`config.mk`:
```
export PLATFORM = sky130hd
export DESIGN_NAME = spi_cmd_shifter
export DESIGN_NICKNAME = d
export VERILOG_FILES = /design/src/rtl/spi_cmd_shifter.sv
export SDC_FILE = /design/constraint.sdc
export NUM_CORES = 1
export LEC_CHECK = 0
export BUFFER_PORTS_ARGS = -buffer_cell sky130_fd_sc_hd__buf_4
export CORE_ASPECT_RATIO = 1.25
export CORE_UTILIZATION = 28
export DETAILED_ROUTE_END_ITERATION = 12
export HOLD_SLACK_MARGIN = 0.03
export SLEW_MARGIN = 10
export SYNTH_ARGS = -nofsm -noshare
export SYNTH_HDL_FRONTEND = slang
export SYNTH_SLANG_ARGS = --single-unit
```
`constraint.sdc`:
```
create_clock -name clk -period 7.9 [get_ports clk]
set_input_delay 0.79 -clock clk [delete_from_list [all_inputs] [get_ports clk]]
set_output_delay 0.79 -clock clk [all_outputs]
set_load 0.02 [all_outputs]
```
`src/rtl/spi_cmd_shifter.sv`:
```
module spi_cmd_shifter #(
  parameter int NBYTES = 6,
  parameter int SCK_HALF = 2,
  parameter int AW = 4,
  parameter logic [7:0] CMD_GEN = 8'h04,
  parameter logic [7:0] CMD_RDST = 8'h02,
  parameter logic [7:0] CMD_WRST = 8'h20,
  parameter logic [7:0] OP_RDSR = 8'h05,
  parameter logic [7:0] OP_WRSR = 8'h01
) (
  input  logic          clk,
  input  logic          rst_n,
  input  logic          wr_en,
  input  logic [AW-1:0] wr_addr,
  input  logic [7:0]    wr_data,
  input  logic [AW-1:0] rd_addr,
  output logic [7:0]    rd_data,
  output logic          sck,
  output logic          cs_n,
  output logic          mosi,
  input  logic          miso
);
  localparam int NBITS = 8 * NBYTES;
  localparam int CW = $clog2(NBITS + 1);
  localparam int IW = $clog2(NBITS);
  localparam int DW = (SCK_HALF > 1) ? $clog2(SCK_HALF) : 1;
  localparam logic [AW-1:0] A_CNT = AW'(NBYTES);
  localparam logic [AW-1:0] A_CMD = AW'(NBYTES + 1);
  localparam int SH0 = NBYTES + 2;
  localparam logic [AW-1:0] A_STAT = AW'(2 * NBYTES + 2);

  logic [7:0] pd [NBYTES];
  logic [7:0] sh [NBYTES];
  logic [7:0] cnt_q, cmd_q, stat_q;
  logic [NBITS-1:0] pd_flat, tx_q, rx_q;
  logic [CW-1:0] nbits_q, gen_bits;
  logic [IW-1:0] idx_q;
  logic [DW-1:0] div_q;
  logic sck_q, cs_q;

  for (genvar g = 0; g < NBYTES; g++) begin : g_flat
    assign pd_flat[8*g +: 8] = pd[g];
  end

  assign gen_bits = (int'(cnt_q) > NBITS) ? CW'(NBITS) : CW'(cnt_q);

  wire busy   = cmd_q != 8'h00;
  wire cmd_wr = wr_en && (wr_addr == A_CMD) && !busy;
  wire st_gen = cmd_wr && (wr_data == CMD_GEN) && (gen_bits != '0);
  wire st_rd  = cmd_wr && (wr_data == CMD_RDST);
  wire st_wr  = cmd_wr && (wr_data == CMD_WRST);
  wire tick   = div_q == DW'(SCK_HALF - 1);
  wire last   = idx_q == IW'(nbits_q - 1'b1);

  assign sck  = sck_q;
  assign cs_n = cs_q;
  assign mosi = tx_q[NBITS-1];

  always_ff @(posedge clk) begin
    if (!rst_n) begin
      cnt_q <= '0;
      for (int i = 0; i < NBYTES; i++) pd[i] <= '0;
    end else if (wr_en) begin
      if (wr_addr == A_CNT) cnt_q <= wr_data;
      for (int i = 0; i < NBYTES; i++)
        if (wr_addr == AW'(i)) pd[i] <= wr_data;
    end
  end

  always_ff @(posedge clk) begin
    if (!rst_n) begin
      cmd_q <= '0; stat_q <= '0; tx_q <= '0; rx_q <= '0;
      nbits_q <= '0; idx_q <= '0; div_q <= '0;
      sck_q <= 1'b0; cs_q <= 1'b1;
      for (int i = 0; i < NBYTES; i++) sh[i] <= '0;
    end else if (st_gen || st_rd || st_wr) begin
      cmd_q <= wr_data;
      cs_q <= 1'b0; sck_q <= 1'b0;
      div_q <= '0; idx_q <= '0; rx_q <= '0;
      if (st_gen) begin
        tx_q <= pd_flat;
        nbits_q <= gen_bits;
      end else begin
        tx_q <= st_rd ? {OP_RDSR, {(NBITS-8){1'b0}}}
                      : {OP_WRSR, pd[NBYTES-1], {(NBITS-16){1'b0}}};
        nbits_q <= CW'(16);
      end
    end else if (busy) begin
      div_q <= tick ? '0 : div_q + 1'b1;
      if (tick) begin
        if (!sck_q) begin
          sck_q <= 1'b1;
          rx_q[NBITS-1-int'(idx_q)] <= miso;
        end else begin
          sck_q <= 1'b0;
          if (last) begin
            cs_q <= 1'b1;
            cmd_q <= '0;
            if (cmd_q == CMD_RDST) stat_q <= rx_q[NBITS-9 -: 8];
            else if (cmd_q == CMD_GEN)
              for (int i = 0; i < NBYTES; i++) sh[i] <= rx_q[8*i +: 8];
          end else begin
            idx_q <= idx_q + 1'b1;
            tx_q <= tx_q << 1;
          end
        end
      end
    end
  end

  always_comb begin
    rd_data = 8'h00;
    if (rd_addr == A_CNT) rd_data = cnt_q;
    if (rd_addr == A_CMD) rd_data = cmd_q;
    if (rd_addr == A_STAT) rd_data = stat_q;
    for (int i = 0; i < NBYTES; i++) begin
      if (rd_addr == AW'(i)) rd_data = pd[i];
      if (rd_addr == AW'(SH0 + i)) rd_data = sh[i];
    end
  end
endmodule

```
**After elaboration in Yosys (flattened, before gate mapping)**

Memory sizes are Yosys's and may differ from the RTL's.
Index checks and enable logic that the tools add are counted.

- Bits of input ports: 20
- Flip-flop bits (word level): 135
- Memories kept: 2
- RAM bits: 96
- Logic and storage cells: 174

Memories:

| memory | words | bits a word | read ports | clocked after memory_dff | write ports | line | source |
|---|---|---|---|---|---|---|---|
| pd | 6 | 8 | 6 | 0 | 6 | 32 | `logic [7:0] pd [NBYTES];` |
| sh | 6 | 8 | 6 | 0 | 6 | 33 | `logic [7:0] sh [NBYTES];` |

- Reduce and logical (&&, ||, !) cells: 26
- Eq/ne operators: 28
- Bitwise gates (word level): 16
- Add/sub/neg operators: 4
- Muxes and demuxes: 85
- Magnitude comparators: 3

Operator list:

| kind | number |
|---|---|
| $mux 48 | 6 |
| $mux 8 | 32 |
| $bwmux 48 | 1 |
| $mux 43 | 1 |
| $mux 1 | 42 |
| $eq 4x3->1 const B | 8 |
| $eq 4x4->1 const B | 7 |
| $eq 4x2->1 const B | 4 |
| $eq 8x2->1 const B | 2 |
| $eq 8x3->1 const B | 2 |
| $mux 6 | 2 |
| $or 1x1->1 | 12 |
| $reduce_and 4->1 | 3 |
| $eq 4x1->1 const B | 2 |
| $eq 8x6->1 const B | 1 |
| $gt 8x6->1 const B | 1 |
| $logic_not 4->1 | 2 |
| $lt 7x8->1 const B | 1 |
| $reduce_bool 2->1 | 4 |
| $reduce_bool 8->1 | 1 |
| $ge 7x1->1 const B | 1 |
| $logic_and 1x1->1 | 7 |
| $sub 6x6->7 const A | 1 |
| $add 6x1->6 const B | 1 |
| 13 further kinds | 18 |

**Longest topological paths before layout**

Gate-level depths: netlist of run 1.

- Depth after elaboration: 16
- Depth in mapped cells: 10

**Worst setup path before layout of run 1**

OpenSTA, ideal clock, no wires.

- Path kind: register to register
- From: reg nbits_q[0]
- To: mem sh[0][0], enable pin
- Data required time: 7.380 ns
- Arrival: 5.068 ns
- Path slack: 2.312 ns
- Buffers on the path: 0
- Period minus slack after synthesis: 5.588 ns
- Stages on the path, launching flop included: 8
- Cells stage by stage: dfxtp_1 -> inv_1 -> ha_1 -> nor2b_1 -> or3_1 -> a31oi_1 -> nand3_1 -> o21ai_0

RTL lines:

| what | line | source |
|---|---|---|
| start, declared | 36 | `logic [CW-1:0] nbits_q, gen_bits;` |
| start signal, assigned | 82 | `nbits_q <= gen_bits;` |
| end, declared | 33 |  |

**Worst setup path in the final report of run 1**

- From: in rd_addr[1]
- To: out rd_data[6]

- Cells in the longest elaborated chain, start to end: 16
- Elaborated cells on any way between the ends: 30
- Those cells by class: eq/ne: 14; mux: 15; reduce/logical: 1

RTL lines:

| what | line | source |
|---|---|---|
| start, declared | 16 | `input logic [AW-1:0] rd_addr,` |
| $eq 4x3->1 | 113 | `if (rd_addr == A_CNT) rd_data = cnt_q;` |
| $mux 8 | 113 |  |
| $mux 8 | 114 | `if (rd_addr == A_CMD) rd_data = cmd_q;` |
| $mux 8 | 115 | `if (rd_addr == A_STAT) rd_data = stat_q;` |
| $mux 8 | 117 | `if (rd_addr == AW'(i)) rd_data = pd[i];` |
| $mux 8 | 118 | `if (rd_addr == AW'(SH0 + i)) rd_data = sh[i];` |
| $mux 8 | 117 |  |
| $mux 8 | 118 |  |
| $mux 8 | 117 |  |
| $mux 8 | 118 |  |
| $mux 8 | 117 |  |
| $mux 8 | 118 |  |
| $mux 8 | 117 |  |
| $mux 8 | 118 |  |
| $mux 8 | 117 |  |
| $mux 8 * | 118 |  |
| end, declared | 17 | `output logic [7:0] rd_data,` |

Mark *: on every way between the ends. The rest lies on a longest branch, timed or not.

==> impl_results.md, run 1 <==
* Die width at around 180 um
* Relative slew margins at a little under a quarter
* Pre-CTS setup slack at between 4 and 5 ns
* Worst VDD drop at 0.1125 mV
* Critical path's slowest cell: nor2b_1
* Final period utilization at between 40% and 50%
* Starting density of the core at roughly 29%
* Largest net degree at the start of global routing at just under 90
* CP delay by family, top: simple AND/OR/NAND/NOR gates
* Core region area at 38440 um2
* Avg Inst Size Synth at ~10 um2
* Area grow syn2layout at 12.96%
* Resized cells post-CTS at 0
* Congestion Overflow GR at 0
* Share of cells above drive strength 1 at a little under an eighth
* GR Util All Layers at between 15 and 20%
* Failing checks: design-rule violations
* CTS Root Buffer Type: clkbuf_16
* Met1 Usage GRT at roughly 18%
* Status: finished, violations left
* Met3 usage at between 2 and 2.5%
* Leading cell type in the layout, fill and taps excluded: dfxtp_1
* Syn nets at between 1000 and 1500
* Final setup fails at 0
* Req. time, crit path at 7.11 ns
* EDFF count, synth at 96
* Hold WS at about 0.47 ns
* Most frequent cells in the layout: dfxtp_1, nand2_1, nor2_1
* Die height at 223.8 um
* Critical Path Max Stage Delay at 0.63 ns
* Register area share after synthesis at 50.67%
* Clk sinks at ~230
* Per-cell routed wire length at between 15 and 20 um
* Total power divided by cell area at approximately 210 nW/um2
* Crit start category: input pin
* Vias per cell at 5.139
* Fin worst setup slack at roughly 4.0 ns
* Area of the mapped netlist at 11020 um2
* Yosys cell types at 68
* Routability Congestion at between 0.9 and 1
* Initial antenna violation count at 0
* Nets@finish at about 1100
* Final WL at 30.75 mm
* Htree depth at 1
* Max-cap violations at 0
* Worst-path fanout max at 32
* Initial drt markers at roughly 600
* CP cell instances: buf_4, nor2b_1, nand2_1, o21ai_0, o2bb2ai_1, o31a_1, o21ai_0, buf_4
* Postcts setup bufs at 0
* Grt met2 use at about 27%
* GR peak layer: met2
* Max Slew Vio Count at 0
* Total number of vias at between 8000 and 9000
* Synth Register Bits at roughly 230
* Cells after Synth at around 1100
* Port Buffers at 30
* TritonCTS clock tree: done
* # IOs at 31
* Critical path buffer and inverter count at 2
* Hold Path Class: reg -> reg
* Clock transition at path regs at ~0.060 ns
* Setup TNS at 0 ns
* Die area at around 40000 um2
* F_max at 0.2548 GHz
* Num CTS Buffers at 24
* Asr flop ratio synth at 0%
* WS Path Type: in -> out
* Vias in the first global route at 7983
* CP arrival at about 3.1 ns
* Inserted Diodes at 0
* Static Leak at roughly 4.5 nW
* # hold bufs at CTS at 0
* Final hold vios at 0
* First-pass detailed-route iteration total at 9
* Period minus WS final at just under 4 ns
* Worst Skew at ~0.0090 ns
* Max clock buf depth at 3
* # DRC at 4
* Syn. warnings at 0
* RSZ-0062 raised after global routing: false
* Clock Latency Late Sink at around 0.52 ns
* Fin util at between 30% and 40%
* Post-detail-place hpwl at ~22 mm
* Post-DRT Antenna Nets at 0
* Reg2Reg Setup Slack at 4.77 ns
* Std-Cell Rows at 80
* Global-route wire length before repair at around 48 mm
* # fillers at 3962
* Worst Setup End Kind: output port
* Worst Tran Pin Value at 1.138 ns
* Post-synth top flop: dfxtp_1
==> worst min-delay path, delay by kind of cell, from the launching register on <==
family / cells / cell delay [ns]
compound gates: 2 / 0.12
flops: 1 / 0.30
==> metrics by stage <==
step	total power, mW	instance area (um2)	cells
after floorplan	1.394	11020	1129
after global placement	1.464	11630	1577
after detailed placement	1.462	11630	1577
after CTS	2.620	12450	1621
after global routing	2.680	12450	1621
final	2.599	12450	1621
==> flip-flops by register name (all words and copies together), names as in the netlist <==
signal and cells:
cnt_q 8, sck 1, cmd_q 8, stat_q 8, rx_q 48, tx_q 48
pd 48, cs_n 1, nbits_q 6, idx_q 6, div_q 1, sh 48
==> report_power, final <==
group,total (mW),switching [mW],internal [mW]
registers,1.29,0.0224,1.27
clock network,1.16,0.468,0.694
logic,0.149,0.0998,0.0490
==> synthesized netlist by cell type (6+ instances only) <==
| cell | n | area, um2 |
|---|---|---|
| clkbuf_1 | 60 | 225.2 |
| a31oi_1 | 7 | 43.79 |
| inv_1 | 12 | 45.04 |
| nor2b_1 | 32 | 200.2 |
| and3_1 | 7 | 43.79 |
| a21boi_1 | 8 | 60.06 |
| edfxtp_1 | 96 | 2883 |
| nand2b_1 | 10 | 62.56 |
| nand2_1 | 106 | 397.9 |
| dfxtp_1 | 135 | 2703 |
| buf_4 | 8 | 60.06 |
| nor2_1 | 98 | 367.9 |
| nor3_1 | 8 | 40.04 |
| and2_1 | 97 | 606.8 |
| o21ai_0 | 64 | 320.3 |
| o221a_2 | 37 | 416.7 |
| a21boi_0 | 32 | 240.2 |
| o22ai_1 | 17 | 106.4 |
| o311ai_0 | 7 | 61.31 |
| nand4_1 | 16 | 100.1 |
| mux2i_1 | 58 | 580.6 |
| a22oi_1 | 6 | 45.04 |
| a21oi_1 | 59 | 295.3 |
| buf_2 | 9 | 45.04 |
| nand3_1 | 28 | 140.1 |
| buf_1 | 8 | 30.03 |
==> worst paths after layout <==
check | start | end | depth (start not counted)
hold reg to reg | rx_q[22] | rx_q[22] | 2
setup reg to reg | nbits_q[0] | sh[1][7] | 8
setup / recovery | rd_addr[1] | rd_data[6] | 8
hold / removal | rx_q[22] | rx_q[22] | 2
==> kinds of logic after synthesis <==
| family | synth area share (%) |
|---|---|
| and+or+nand+nor | 20.47 |
| adders and majority gates | 0.2270 |
| buffers and inverters | 3.678 |
| muxes | 5.675 |
| AOI/OAI and AO/OA | 18.57 |
| DFF | 50.67 |
| xor gates and xnor gates | 0.7150 |
==> area by class of cell <==
cell class,count,area [um2],area share [%]
inverter,12,45.04,0.3617
clock inverter,9,110.1,0.8843
multi-input combinational,801,5075,40.76
sequential,231,5585,44.86
tap,492,615.6,4.944
timing repair buffer,41,307.8,2.472
clock buffer,35,713.2,5.728
==> layer usage <==
metal,vias to the layer above,share of wire [%],wire [um]
li1,4073,-,-
met1,3998,42,12920
met2,195,50,15240
met3,64,4.4,1366
met4,0,4.0,1227
met5,-,0,0
(Power assumes the default switching activity.)
==> inputs of run 2 (changes only) <==
--- a/config.mk
+++ b/config.mk
@@ -5,6 +5,7 @@
 export SDC_FILE = /design/constraint.sdc
 export NUM_CORES = 1
 export LEC_CHECK = 0
+export ABC_AREA = 1
 export BUFFER_PORTS_ARGS = -buffer_cell sky130_fd_sc_hd__buf_4
 export CORE_ASPECT_RATIO = 1.25
 export CORE_UTILIZATION = 28
==> constraint.sdc (replaced) <==
create_clock -name clk -period 3.33 [get_ports clk]
set_input_delay 0.333 -clock clk [delete_from_list [all_inputs] [get_ports clk]]
set_output_delay 0.333 -clock clk [all_outputs]
set_load 0.02 [all_outputs]
==> impl_results.md, run 2 <==
* Status: finished, violations left
* Failing checks: design-rule violations
* Std-Cell Rows at 80
* Postcts setup bufs at 0
* Syn nets at 1431
* Total number of vias at roughly 9500
* # fillers at 4089
* CP arrival at around 3.2 ns
* Worst Tran Pin Value at 1.217 ns
* Area grow syn2layout at 14.27%
* Reg2Reg Setup Slack at just over 0.6 ns
* GR Util All Layers at between 15 and 20%
* Total power divided by cell area at a little under 500 nW/um2
* Max clock buf depth at 3
* Worst-path fanout max at 35
* Clock transition at path regs at about 0.070 ns
* NetSw at approximately 1.4 mW
* Relative slew margins at 17.99%
* Resized cells post-CTS at 0
* Fin util at between 30% and 40%
* Worst Setup End Kind: register
* Vias per cell at between 4 and 5
* CTS Root Buffer Type: clkbuf_16
* Hold Startpoint: wr_data[5]
* Clock Latency Late Sink at ~0.53 ns
* Clk sinks at 231
* Synth top area share at a little over a quarter
* FF-to-FF path depth at 13
* Internal power at 4.769 mW
* Routability Congestion at slightly below 1
* Period minus WS final at between 2 and 3 ns
* Req. time, crit path at 3.78 ns
* F_max at 0.3678 GHz
* Static Leak at around 5.0 nW
* Yosys cell types at 35
* Final WL at 31.91 mm
* Syn. warnings at 0
* # hold bufs at CTS at 0
* Setup TNS at 0 ns
* RSZ-0062 raised after global routing: false
* Post-DRT Antenna Nets at 0
* Worst VDD drop at between 0.2 and 0.25 mV
* Switching fraction of total power at between 20% and 30%
* Largest net degree at the start of global routing at between 50 and 60
* Synth area leader: edfxtp_1
* Register area share after synthesis at 50.69%
* Core region area at 38440 um2
* Post-detail-place hpwl at 22.89 mm
* Reg-to-reg startpoint: nbits_q[0]
* Nets@finish at roughly 1400
* Area of the mapped netlist at ~11000 um2
* Post-synth top flop: dfxtp_1
* Vias in the first global route at between 9000 and 10000
* Synth top area cells: edfxtp_1, dfxtp_1, nand2_1, nor2_1, nand3_1
* Global-route wire length before repair at around 50 mm
* Avg Inst Size Synth at roughly 8 um2
* EDFF count, synth at 96
* Port Buffers at 30
* # DRC at 4
* Most frequent cells in the layout: nand2_1, nor2_1, inv_1
* Initial drt markers at 669
* Hold Path Class: in -> reg
* Max Slew Vio Count at 0
* Top-count cell post-synth: nand2_1
* Die area at between 40000 and 50000 um2
* Min-Delay Path Depth at 3
* Share of cells above drive strength 1 at under 10%
* Multi-input logic area at around 4600 um2
* Die width at around 180 um
* Final setup fails at 0
* Synth Register Bits at roughly 230
* Asr flop ratio synth at 0%
* First-pass detailed-route iteration total at 9
* Inserted Diodes at 0
* Worst Skew at roughly 0.015 ns
* Max-cap violations at 0
* Starting density of the core at 28.67%
* Crit start category: register
* Num CTS Buffers at 24
* Comb power frac at about 4.7%
* Congestion Overflow GR at 0
* Seq pwr share at roughly 49%
* Cells after Synth at approximately 1400
* Initial antenna violation count at 0
* TritonCTS clock tree: done
* Hold WS at between 0.15 and 0.2 ns
* Commonest cells post-synth: nand2_1, nor2_1, inv_1
* Htree depth at 1
* Register area at 5585 um2
* Die height at between 200 and 250 um
* Total power draw at 6.200 mW
* Leading cell type in the layout, fill and taps excluded: nand2_1
* # IOs at 31
* Setup crit start: nbits_q[0]
* Final hold vios at 0
* Per-cell routed wire length at ~16 um
* Final period utilization at slightly above 80%
* Share of total power in the clock network at around 46%
* WS Path Type: reg -> reg
-- run 2: changes by cell type after synthesis, sizes merged, moves of 45 or more --
cell,change
and2,-97
nand3,+111
nor2,+125
nor3b,+45
mux2i,-58
inv,+134
nand2,+179
-- run 2: path summary, 6_finish.rpt --
check,endpoint
max,tx_q[27]
min,cnt_q[5]
max reg2reg,tx_q[27]
min reg2reg,cmd_q[4]
-- run 2: cells by family (layout without fill, tap and decap cells) --
family	count (synthesis)	after routing	share of synthesized area, %
AO/OA/AOI/OAI	189	189	8.801
XOR/XNOR	10	10	0.7949
adder cells (fa/ha/maj)	2	2	0.2271
buffers and inverters	214	248	8.040
flip-flops	231	231	50.69
AND/OR/NAND/NOR	763	763	31.44
-- run 2: through the flow --
stage	setup WS (ns)	cell area (um2)	cells
6_report	0.6112	12590	1935
4_1_cts	0.6238	12590	1935
3_3_place_gp	0.6653	11750	1892
2_1_floorplan	0.1076	11020	1409
5_1_grt	0.3180	12590	1935
3_5_place_dp	0.6405	11750	1892
-- run 2: layer usage --
metal,up-vias,track usage (%),part of all wire (%)
li1,4679,-,-
met5,-,0,0
met3,96,1.431,4.9
met4,0,10.09,6.0
met2,309,26.55,47
met1,4406,19.52,42
-- run 2: layout make-up --
cell class / instances / area share [%]
clock buffers: 26 / 4.999
clock inverters: 17 / 1.709
inverters: 149 / 4.452
multi-input cells: 964 / 36.15
flip-flops and latches: 231 / 44.36
well taps: 492 / 4.889
repair buffers: 56 / 3.438
-- run 2: power groups by stage --
stage | combinational, mW | sequential [mW] | clock [mW]
finish | 0.289 | 3.05 | 2.86
global route | 0.311 | 3.05 | 3.00
CTS | 0.288 | 3.04 | 2.90
detailed placement | 0.287 | 3.11 | 0
global placement | 0.285 | 3.11 | 0
floorplan | 0.159 | 3.08 | 0
-- run 2: critical path, stage by stage, from the launching register on --
cell and delay [ns]:
dfxtp_1 0.34, inv_1 0.10, ha_1 0.31, xor2_1 0.13
o21ai_1 0.08, nor2_1 0.10, nand3_1 0.09, a21oi_2 0.14
nand2_1 0.06, nand2_1 0.25, nand2_2 0.24, inv_2 0.53
nor2_1 0.11, nor2_1 0.13
==> inputs of run 3 (changes only) <==
--- a/config.mk
+++ b/config.mk
@@ -5,7 +5,7 @@
 export SDC_FILE = /design/constraint.sdc
 export NUM_CORES = 1
 export LEC_CHECK = 0
-export ABC_AREA = 1
+export ABC_AREA = 0
 export BUFFER_PORTS_ARGS = -buffer_cell sky130_fd_sc_hd__buf_4
 export CORE_ASPECT_RATIO = 1.25
 export CORE_UTILIZATION = 28
==> constraint.sdc (replaced) <==
create_clock -name clk -period 2.54 [get_ports clk]
set_input_delay 0.254 -clock clk [delete_from_list [all_inputs] [get_ports clk]]
set_output_delay 0.254 -clock clk [all_outputs]
set_load 0.02 [all_outputs]
==> impl_results.md, run 3 (synthesized netlist as in run 1, its figures left out) <==
* Switching fraction of total power at a little under a quarter
* CP delay by family, top: compound AO/OA/AOI/OAI gates
* Multi-input logic area at ~5200 um2
* Per-cell routed wire length at roughly 19 um
* Port Buffers at 30
* Critical path buffer and inverter count at 1
* Register area at between 5000 and 6000 um2
* Internal power at approximately 6.2 mW
* Total number of vias at around 8600
* Core region area at 38440 um2
* Max-cap violations at 0
* Final WL at around 32 mm
* Share of total power in the clock network at approximately 44%
* Std-Cell Rows at 80
* F_max at approximately 0.40 GHz
* Fin util at 34.11%
* Clk sinks at about 230
* Die width at between 150 and 200 um
* Vias per cell at slightly above 5
* Clock transition at path regs at ~0.07 ns
* CTS Root Buffer Type: clkbuf_16
* Status: complete, no violations
* Max clock buf depth at 3
* WS Path Type: reg -> out
* Most frequent cells in the layout: dfxtp_1, nand2_1, nor2_1
* Inserted Diodes at 0
* Nets@finish at 1196
* Crit start category: register
* Starting density of the core at between 20 and 30%
* Clock Latency Late Sink at ~0.53 ns
* Worst Tran Pin Value at 0.8081 ns
* Seq pwr share at between 40% and 50%
* Initial antenna violation count at 0
* Critical Path Max Stage Delay at 0.45 ns
* Die height at 223.8 um
* Die area at 40170 um2
* CP cell instances: mux2i_1, o21ai_0, a21oi_1, o31a_1, o21ai_1, buf_4
* Area grow syn2layout at 18.94%
* Critical path's slowest cell: dfxtp_1
* CP arrival at between 2 and 2.5 ns
* Routability Congestion at around 0.94
* Leading cell type in the layout, fill and taps excluded: dfxtp_1
* Worst VDD drop at between 0.3 and 0.4 mV
* # DRC at 0
* Final hold vios at 0
* Share of cells above drive strength 1 at a little under a fifth
* Htree depth at 1
* Worst Skew at between 0.015 and 0.02 ns
* Routed met2 length at ~15 mm
* First-pass detailed-route iteration total at 7
* # IOs at 31
* RSZ-0062 raised after global routing: true
* Vias in the first global route at roughly 8300
* Placed cells at ~1600
* Final setup fails at 0
* Worst-path fanout max at 4
* Final period utilization at between 90% and 100%
* Total power draw at approximately 8.1 mW
* # fillers at about 3900
* Largest net degree at the start of global routing at a little under 60
* TritonCTS clock tree: done
* Worst Setup End Kind: output port
* Post-DRT Antenna Nets at 0
* Total power divided by cell area at ~620 nW/um2
* GR Util All Layers at between 10% and 20%
* Max Slew Vio Count at 0
* Static Leak at slightly below 5 nW
* NetSw at between 1.5 and 2 mW
* Non-Filler Instances at roughly 1700
* Global-route wire length before repair at about 49 mm
* Met1 wire length at approximately 14 mm
* Relative slew margins at 45.77%
* Top sig layer: met4
* Comb power frac at under 10%
* Period minus WS final at between 2 and 3 ns
* Num CTS Buffers at 25
* WL met3 at between 1 and 1.5 mm
* Post-detail-place hpwl at 23.11 mm
* Req. time, crit path at around 2.3 ns
* Congestion Overflow GR at 0
* Hold Path Class: in -> reg
* Initial drt markers at 630
==> run 3: changes by cell type in the layout (fill, tap and decap cells not counted), sizes merged, moves of 16 or more <==
cell,change
a21boi,+40
a21oi,-16
and2,+97
buf,+47
inv,-133
mux2i,+58
nand2,-179
nand3,-111
nand4,-18
nor2,-125
nor2b,+32
nor3b,-45
o21ai,-39
o221a,+40
==> run 3: layout make-up <==
cell class,instances,share of cell area [%]
flip-flops and latches,231,42.62
multi-input cells,801,39.35
repair buffers,103,6.718
clock buffers,32,5.602
well taps,492,4.695
clock inverters,13,0.6680
inverters,12,0.3435
==> run 3: through the flow <==
| stage | TNS, ns | setup WS, ns | area (um2) | hold slack, ns |
|---|---|---|---|---|
| after detailed placement | 0 | 0.06705 | 12230 | 0.4612 |
| final | 0 | 0.01524 | 13110 | 0.1194 |
| after global placement | 0 | 0.08597 | 12230 | 0.4518 |
| after global routing | -0.06050 | -0.03884 | 13110 | 0.1135 |
| after floorplan | -5.915 | -0.1232 | 11080 | 0.4202 |
| after CTS | 0 | 0.003447 | 13080 | 0.1133 |
==> run 3: worst min-delay path, stage by stage <==
cell and delay [ns]:
buf_4 0.17, mux2i_1 0.09, nor2b_1 0.10
==> run 3: power groups by stage <==
stage | Clock (mW) | Sequential (mW) | Combinational [mW]
5_1_grt | 3.79 | 4.00 | 0.568
2_1_floorplan | 0 | 4.04 | 0.293
3_3_place_gp | 0 | 4.08 | 0.514
6_report | 3.59 | 4.00 | 0.531
4_1_cts | 3.66 | 4.00 | 0.525
3_5_place_dp | 0 | 4.08 | 0.515
==> run 3: timing repair <==
item,CTS,global route
setup endpoints to repair,6,4
hold buffers,0,0
buffers inserted,2,0
gates resized for setup,9,6
pin swaps,5,2
==> run 3: worst paths after layout <==
kind | from | slack (ns) | cells after the start | endpoint
worst min register to register | rx_q[26] | 0.47 | 2 | rx_q[26]
worst min-delay path | wr_data[1] | 0.12 | 3 | cnt_q[1]
worst max-delay path | cnt_q[3] | 0.02 | 6 | rd_data[3]
worst max register to register | nbits_q[0] | 0.13 | 9 | stat_q[6]
==> run 3: layer usage <==
| layer | global-route usage, % | vias up |
|---|---|---|
| met4 | 7.925 | 0 |
| met1 | 19.10 | 4133 |
| met5 | 0 | - |
| met2 | 27.23 | 221 |
| li1 | - | 4196 |
| met3 | 1.853 | 65 |
